File: src/rtl/svsync_pkg.sv
package svsync_pkg;
    typedef enum logic [1:0] {
        ST_IDLE  = 2'd0,
        ST_WAIT  = 2'd1,
        ST_DONE  = 2'd2,
        ST_FAULT = 2'd3
    } sync_state_t;

    typedef enum logic {
        KIND_INSTR = 1'b0,
        KIND_MEM   = 1'b1
    } sync_kind_t;

    typedef enum logic {
        FT_VDIS = 1'b0,
        FT_MMGT = 1'b1
    } fault_type_t;
endpackage

File: src/rtl/svsync_quiesce.sv
module svsync_quiesce
    import svsync_pkg::*;
#(
    parameter int N_ERR = 4
) (
    input  sync_kind_t       kind,
    input  logic             vu_enable,
    input  logic [N_ERR-1:0] err_flags,
    input  logic             vu_idle,
    input  logic             vu_mem_active,
    input  logic             sc_mem_active,
    input  logic             wr_visible,
    output logic             disabled,
    output logic             quiet
);
    logic instr_quiet;
    logic mem_quiet;

    // Any error class, or a cleared enable, takes the unit out of service.
    assign disabled    = !vu_enable || (|err_flags);
    assign instr_quiet = vu_idle || disabled;
    // Busy state is deliberately absent: only traffic and visibility count.
    assign mem_quiet   = !vu_mem_active && !sc_mem_active && wr_visible;

    always_comb begin
        unique case (kind)
            KIND_INSTR: quiet = instr_quiet;
            KIND_MEM:   quiet = mem_quiet;
            default:    quiet = 1'b0;
        endcase
    end
endmodule

File: src/rtl/svsync_fault_sel.sv
module svsync_fault_sel
    import svsync_pkg::*;
(
    input  logic        disabled,
    input  logic        mm_exc,
    output fault_type_t ftype
);
    // A disable outranks a memory-management exception.
    always_comb begin
        if (!disabled && mm_exc) ftype = FT_MMGT;
        else                     ftype = FT_VDIS;
    end
endmodule

File: src/rtl/svsync_responder.sv
module svsync_responder
    import svsync_pkg::*;
#(
    parameter int N_ERR  = 4,
    parameter int DATA_W = 32
) (
    input  logic              clk,
    input  logic              rst_n,
    input  logic              req_valid,
    input  logic              req_kind,
    output logic              req_ready,
    input  logic              exc_pending,
    input  logic              vu_enable,
    input  logic [N_ERR-1:0]  err_flags,
    input  logic              mm_exc,
    input  logic              vu_idle,
    input  logic              vu_mem_active,
    input  logic              sc_mem_active,
    input  logic              wr_visible,
    output logic              rsp_done,
    output logic [DATA_W-1:0] rsp_data,
    output logic              rsp_fault,
    output logic              rsp_fault_type
);
    localparam logic [DATA_W-1:0] DONT_CARE_WORD = '0;

    sync_state_t state_q, state_d;
    sync_kind_t  kind_q;
    fault_type_t ftype_q;
    fault_type_t ftype_now;
    logic        disabled_now;
    logic        quiet_now;
    logic        accept;

    assign accept = req_valid && (state_q == ST_IDLE);

    svsync_quiesce #(.N_ERR(N_ERR)) u_quiesce (
        .kind          (kind_q),
        .vu_enable     (vu_enable),
        .err_flags     (err_flags),
        .vu_idle       (vu_idle),
        .vu_mem_active (vu_mem_active),
        .sc_mem_active (sc_mem_active),
        .wr_visible    (wr_visible),
        .disabled      (disabled_now),
        .quiet         (quiet_now)
    );

    svsync_fault_sel u_fault_sel (
        .disabled (disabled_now),
        .mm_exc   (mm_exc),
        .ftype    (ftype_now)
    );

    // Next-state logic
    always_comb begin
        state_d = state_q;
        unique case (state_q)
            ST_IDLE:  if (accept) state_d = exc_pending ? ST_FAULT : ST_WAIT;
            ST_WAIT:  if (quiet_now) state_d = ST_DONE;
            ST_DONE:  state_d = ST_IDLE;
            ST_FAULT: state_d = ST_IDLE;
            default:  state_d = ST_IDLE;
        endcase
    end

    // State register with request capture
    always_ff @(posedge clk or negedge rst_n) begin
        if (!rst_n) begin
            state_q <= ST_IDLE;
            kind_q  <= KIND_INSTR;
            ftype_q <= FT_VDIS;
        end else begin
            state_q <= state_d;
            if (accept) begin
                kind_q  <= sync_kind_t'(req_kind);
                ftype_q <= ftype_now;
            end
        end
    end

    // Outputs decoded from state
    always_comb begin
        req_ready      = 1'b0;
        rsp_done       = 1'b0;
        rsp_fault      = 1'b0;
        rsp_fault_type = 1'b0;
        rsp_data       = DONT_CARE_WORD;
        unique case (state_q)
            ST_IDLE:  req_ready = 1'b1;
            ST_WAIT:  req_ready = 1'b0;
            ST_DONE:  rsp_done  = 1'b1;
            ST_FAULT: begin
                rsp_fault      = 1'b1;
                rsp_fault_type = ftype_q;
            end
            default:  req_ready = 1'b0;
        endcase
    end

    // no second acceptance right after a take
    a_r1_ready_drops: assert property (@(posedge clk) disable iff (!rst_n)
        (req_valid && req_ready) |=> !req_ready);

    // pending exception at acceptance faults next cycle
    a_r2_pending_faults: assert property (@(posedge clk) disable iff (!rst_n)
        (req_valid && req_ready && exc_pending) |=> (rsp_fault && !rsp_done));

    // disable outranks memory management
    a_r3_vdis_priority: assert property (@(posedge clk) disable iff (!rst_n)
        (req_valid && req_ready && exc_pending && (!vu_enable || (|err_flags)))
        |=> (rsp_fault_type == 1'b0));

    // memory-management type when unit stays enabled
    a_r3_mmgt_type: assert property (@(posedge clk) disable iff (!rst_n)
        (req_valid && req_ready && exc_pending && vu_enable && !(|err_flags) && mm_exc)
        |=> (rsp_fault_type == 1'b1));

    // memory sync completion needs quiet memory and visible writes
    a_r5_mem_done: assert property (@(posedge clk) disable iff (!rst_n)
        (rsp_done && kind_q == KIND_MEM)
        |-> $past(!vu_mem_active && !sc_mem_active && wr_visible));

    // pulses exclusive and single-cycle
    a_r7_exclusive: assert property (@(posedge clk) disable iff (!rst_n)
        !(rsp_done && rsp_fault));
    a_r7_done_single: assert property (@(posedge clk) disable iff (!rst_n)
        rsp_done |=> !rsp_done);
endmodule

File: config.mk
export PLATFORM = sky130hd
export DESIGN_NAME = svsync_responder
export DESIGN_NICKNAME = d
export VERILOG_FILES = /design/src/rtl/svsync_pkg.sv /design/src/rtl/svsync_quiesce.sv /design/src/rtl/svsync_fault_sel.sv /design/src/rtl/svsync_responder.sv
export SDC_FILE = /design/constraint.sdc
export NUM_CORES = 1
export LEC_CHECK = 0
export BUFFER_PORTS_ARGS = -buffer_cell sky130_fd_sc_hd__buf_2
export CORE_MARGIN = 2
export CORE_UTILIZATION = 30
export CTS_CLUSTER_SIZE = 24
export DETAILED_ROUTE_END_ITERATION = 10
export HOLD_SLACK_MARGIN = 0.15
export MAX_ROUTING_LAYER = met4
export PLACE_DENSITY = 0.8
export REMOVE_ABC_BUFFERS = 1
export SYNTH_ARGS = -nofsm -noshare
export SYNTH_HDL_FRONTEND = slang
export SYNTH_SLANG_ARGS = --single-unit
File: constraint.sdc
create_clock -name clk -period 2.33 [get_ports clk]
set_input_delay 0.233 -clock clk [delete_from_list [all_inputs] [get_ports clk]]
set_output_delay 0.233 -clock clk [all_outputs]
set_load 0.005 [all_outputs]
After elaboration in Yosys (flattened, before gate mapping)
Index checks and enable logic that the tools add are counted.

storage, ports and cells
  register bits after elaboration = 4
  input bits = 15
  output and inout port bits = 36
  word-level logic and storage cells = 33

operators by class
  equality and inequality tests = 5
  muxes and demuxes = 10
  bitwise logic cells = 1
  reduce and logical (&&, ||, !) cells = 14

operator list
  cell                                                                    count
  2-bit 2-to-1 mux                                                        3
  2-bit one-hot mux with 3 select lines                                   1
  1-bit 2-to-1 mux                                                        5
  2-bit equality test (second input constant)                             2
  1-bit logical AND                                                       4
  1-bit zero test                                                         4
  2-bit inequality test (second input constant)                           2
  4-bit OR reduction                                                      1
  2-bit by 1-bit equality test with 1-bit output (second input constant)  1
  2-bit zero test                                                         1
  1-bit logical OR                                                        2
  1-bit one-hot mux with 2 select lines                                   1
  2-bit AND reduction                                                     1
  2-bit OR reduction                                                      1
  1-bit NOT                                                               1

Depth between registers and ports, before layout
  word-level depth = 6
  gate-level depth with buffers = 3
  depth with buffers taken out = 3

By module
From an unflattened synthesis, not the netlist that was laid out.

unflattened totals
  cells, all modules = 56
  area, all modules = 484.2 um^2

by module, submodules not included
  module            instances  cells each  area each (um^2)
  svsync_responder  1          49          434.2
  svsync_quiesce    1          6           36.3
  svsync_fault_sel  1          1           13.8

Least setup slack after synthesis
Ideal clock, no wire load.

  path type = register -> register
  start = register state_q[1]
  end = register kind_q
  library setup time = 0.125 ns
  data arrival time = 0.933 ns
  data required time = 2.205 ns
  slack = 1.272 ns
  stages on the path, launching flop included = 4
  period minus slack after synthesis = 1.058 ns
  path through = dfrtp_1 nor2_2 nand2_1 mux2_4

between the ends
  longest elaborated chain between the ends = 2

ends and longest elaborated chain
  item                      line                    RTL
  start: declaration        svsync_responder.sv:27  sync_state_t state_q, state_d;
  start signal: assignment  svsync_responder.sv:74  state_q <= state_d;
  2-bit zero test           svsync_responder.sv:35  assign accept = req_valid && (state_q == ST_IDLE);
  1-bit logical AND         svsync_responder.sv:35
  end signal: assignment    svsync_responder.sv:76  kind_q <= sync_kind_t'(req_kind);
  end: declaration          svsync_responder.sv:28  sync_kind_t kind_q;

No other way between the ends.
A chain may end at the register's enable or synchronous reset.

Worst setup path after layout
  start = register state_q[0]
  end = output rsp_fault_type

between the ends
  longest elaborated chain between the ends = 2

ends and longest elaborated chain
  item                 line                    RTL
  2-bit equality test  svsync_responder.sv:89  unique case (state_q)
  1-bit 2-to-1 mux     svsync_responder.sv:89
  end: declaration     svsync_responder.sv:23  output logic rsp_fault_type

No other way between the ends.

==> run summary <==
Worst Hold End - kind_q
Min cycle time layout - 1.185 ns
CP Data Arrival Time - 0.95 ns
Leading post-synthesis cells by cell area - buf_4, dfrtp_1, mux2_4, and3_1, nor4_2
Gr busiest metal - met2
R2R depth - 3
Fin. max-slew vios - 0
Hold path depth - 2
Worst r2r src - kind_q
Status - finished clean
FILL cells - 175
Vias in the first global route - 256
Synthesized area - 461.7 sq um
Worst hold path class - in -> reg
GRT met2 Usage - 11.94%
Commonest non-fill, non-tap cell in the layout - conb_1
First-pass GRT wire length - 945 microns
Area share of the largest cell type after synthesis - 52.03%
Pleak - 0.2999 nW
Endpoints failing hold - 0
Initial Utilization - 31.38%
Syn_area_per_cell - 8.394 sq um
Num CTS Buffers - 3
Grt ovf - 0
Critical path class - reg -> out
Crit path required time - 2.10 ns
Io pins - 51
Cells after Synth - 55
Vias per inst - 3.554
Routed wire length - 729 microns
GR Util met3 - 3.830%
Max-Cap Viols - 0
Synth area leader - buf_4
DIE WIDTH - 43.23 microns
Yosys reg bits - 4
Worst clock skew - 0.002705 ns
RSZ-0062 raised after global routing - no
Die area - 1869 sq um
Detail Route Antenna Nets - 0
Initial antenna violation count - 0
Root buffer cell - clkbuf_4
Final Total Pwr - 0.0003457 W
Number of remaining DRC errors - 0
Reg clk slew, reported paths - 0.04 ns
Largest net degree at the start of global routing - 7
Area growth, synth to finish - 4.065%
Core area - 1471 sq um
Fin nets - 93
CTS Sinks - 4
Syn. warnings - 0
Worst-Skew Late Latency - 0.23 ns
Drt first-iter violations - 3
Overall global routing resource usage - 7.480%
Share of cells above drive strength 1 - 31.58%
VDD IR max - 347.1 uV
Met1 Usage GRT - 6.701%
Most frequent cells in the layout - conb_1, buf_2, dfrtp_1
Crit. End Element - output port
Fin crit share - 50.85%
Sequential-to-total area share from yosys stat - 21.68%
Setup TNS - 0 ns
PD cells - 719.5 nW/um^2
Clk buf depth - 2
Hold_sp - req_kind
R2R Setup Slk - 1.20 ns
Routed len/inst - 7.924 microns
DRT Pass-1 Iters - 4
RR Endpoint - state_q[0]
CTS tree - built
Post-synthesis cell type count - 17
Die Ht - 43.23 microns
Final Util - 32.65%
Vias after detailed routing - 327
Setup crit start kind - flop
Final Setup Violations - 0
Antenna cells - 0
Rows - 14
Crit path max fanout - 6
Fmax - 844.1 MHz
H-tree depth - 1
Hpwl dp - 672.6 microns
Port Buffers - 18
GPL Wtd Cong - 0.7713
-- worst max-delay path: stages, from the launching register on --
cell and delay [ns]:
dfrtp_1 0.42, and3_1 0.18, buf_2 0.12
-- metal layers --
metal / share of wire (%) / vias up / wire length, microns
li1: - / 157 / -
met1: 32 / 139 / 234
met2: 54 / 31 / 391
met3: 14 / 0 / 103
met4: 0 / 0 / 0
met5: 0 / - / 0
-- cells in the mapped netlist --
cell and number:
buf_4 32, dfrtp_1 4, and3_1 2, inv_1 2, nand2_1 2, nor2_1 2, a21oi_1 1, a31oi_1 1
a32o_1 1, and2_1 1, conb_1 1, mux2_4 1, nor2_2 1, nor4_2 1, o21a_1 1, o21ai_0 1
o311ai_0 1
-- report_power, final --
group	switching (W)	total (W)	internal, W
Clock	0.0000261	0.0000836	0.0000575
Sequential	0.0000307	0.000126	0.0000954
Combinational	0.0000677	0.000136	0.0000684
-- cell families after synthesis --
family / after synthesis / share of synthesized area, %
AO/OA/AOI/OAI: 6 / 9.214
AND/OR/NAND/NOR: 9 / 11.38
buffers and inverters: 34 / 53.66
multiplexers: 1 / 3.251
flip-flops: 4 / 21.68
other: 1 / 0.8122
-- worst max path at each step --
stage	end	from	slack (ns)
2_1_floorplan	kind_q	state_q[1]	1.27
3_5_place_dp	kind_q	state_q[1]	1.22
6_report	rsp_fault_type	state_q[0]	1.15
3_3_place_gp	kind_q	state_q[1]	1.25
4_1_cts	rsp_fault_type	state_q[0]	1.13
5_1_grt	rsp_fault_type	state_q[0]	1.10
-- registers in the layout, summed over array words and instances, names as in the netlist --
name and cells:
state_q 2, ftype_q 1, kind_q 1
-- repair_timing --
item | in CTS | in global routing
gates resized for setup | 0 | 0
endpoints found under the hold margin | 4 | 0
hold buffers | 1 | 0
buffers inserted | 0 | 0
-- final cells by class --
| type | count | area (sq um) | area share, % |
|---|---|---|---|
| clock buffer | 3 | 22.52 | 4.687 |
| timing repair buffer | 19 | 100.1 | 20.83 |
| sequential | 4 | 100.1 | 20.83 |
| tap | 16 | 20.02 | 4.167 |
| inverter | 2 | 7.507 | 1.562 |
| multi-input combinational | 48 | 230.2 | 47.92 |
-- stage by stage --
step / worst slack, ns / cell area [sq um] / instances / hold WS [ns]
2_1_floorplan: 1.272 / 337.8 / 54 / -0.06259
3_3_place_gp: 1.246 / 447.9 / 88 / 0.04007
3_5_place_dp: 1.218 / 447.9 / 88 / 0.04001
4_1_cts: 1.131 / 480.5 / 92 / 0.2297
5_1_grt: 1.097 / 480.5 / 92 / 0.2213
6_report: 1.145 / 480.5 / 92 / 0.2367
(Power assumes the default switching activity.)
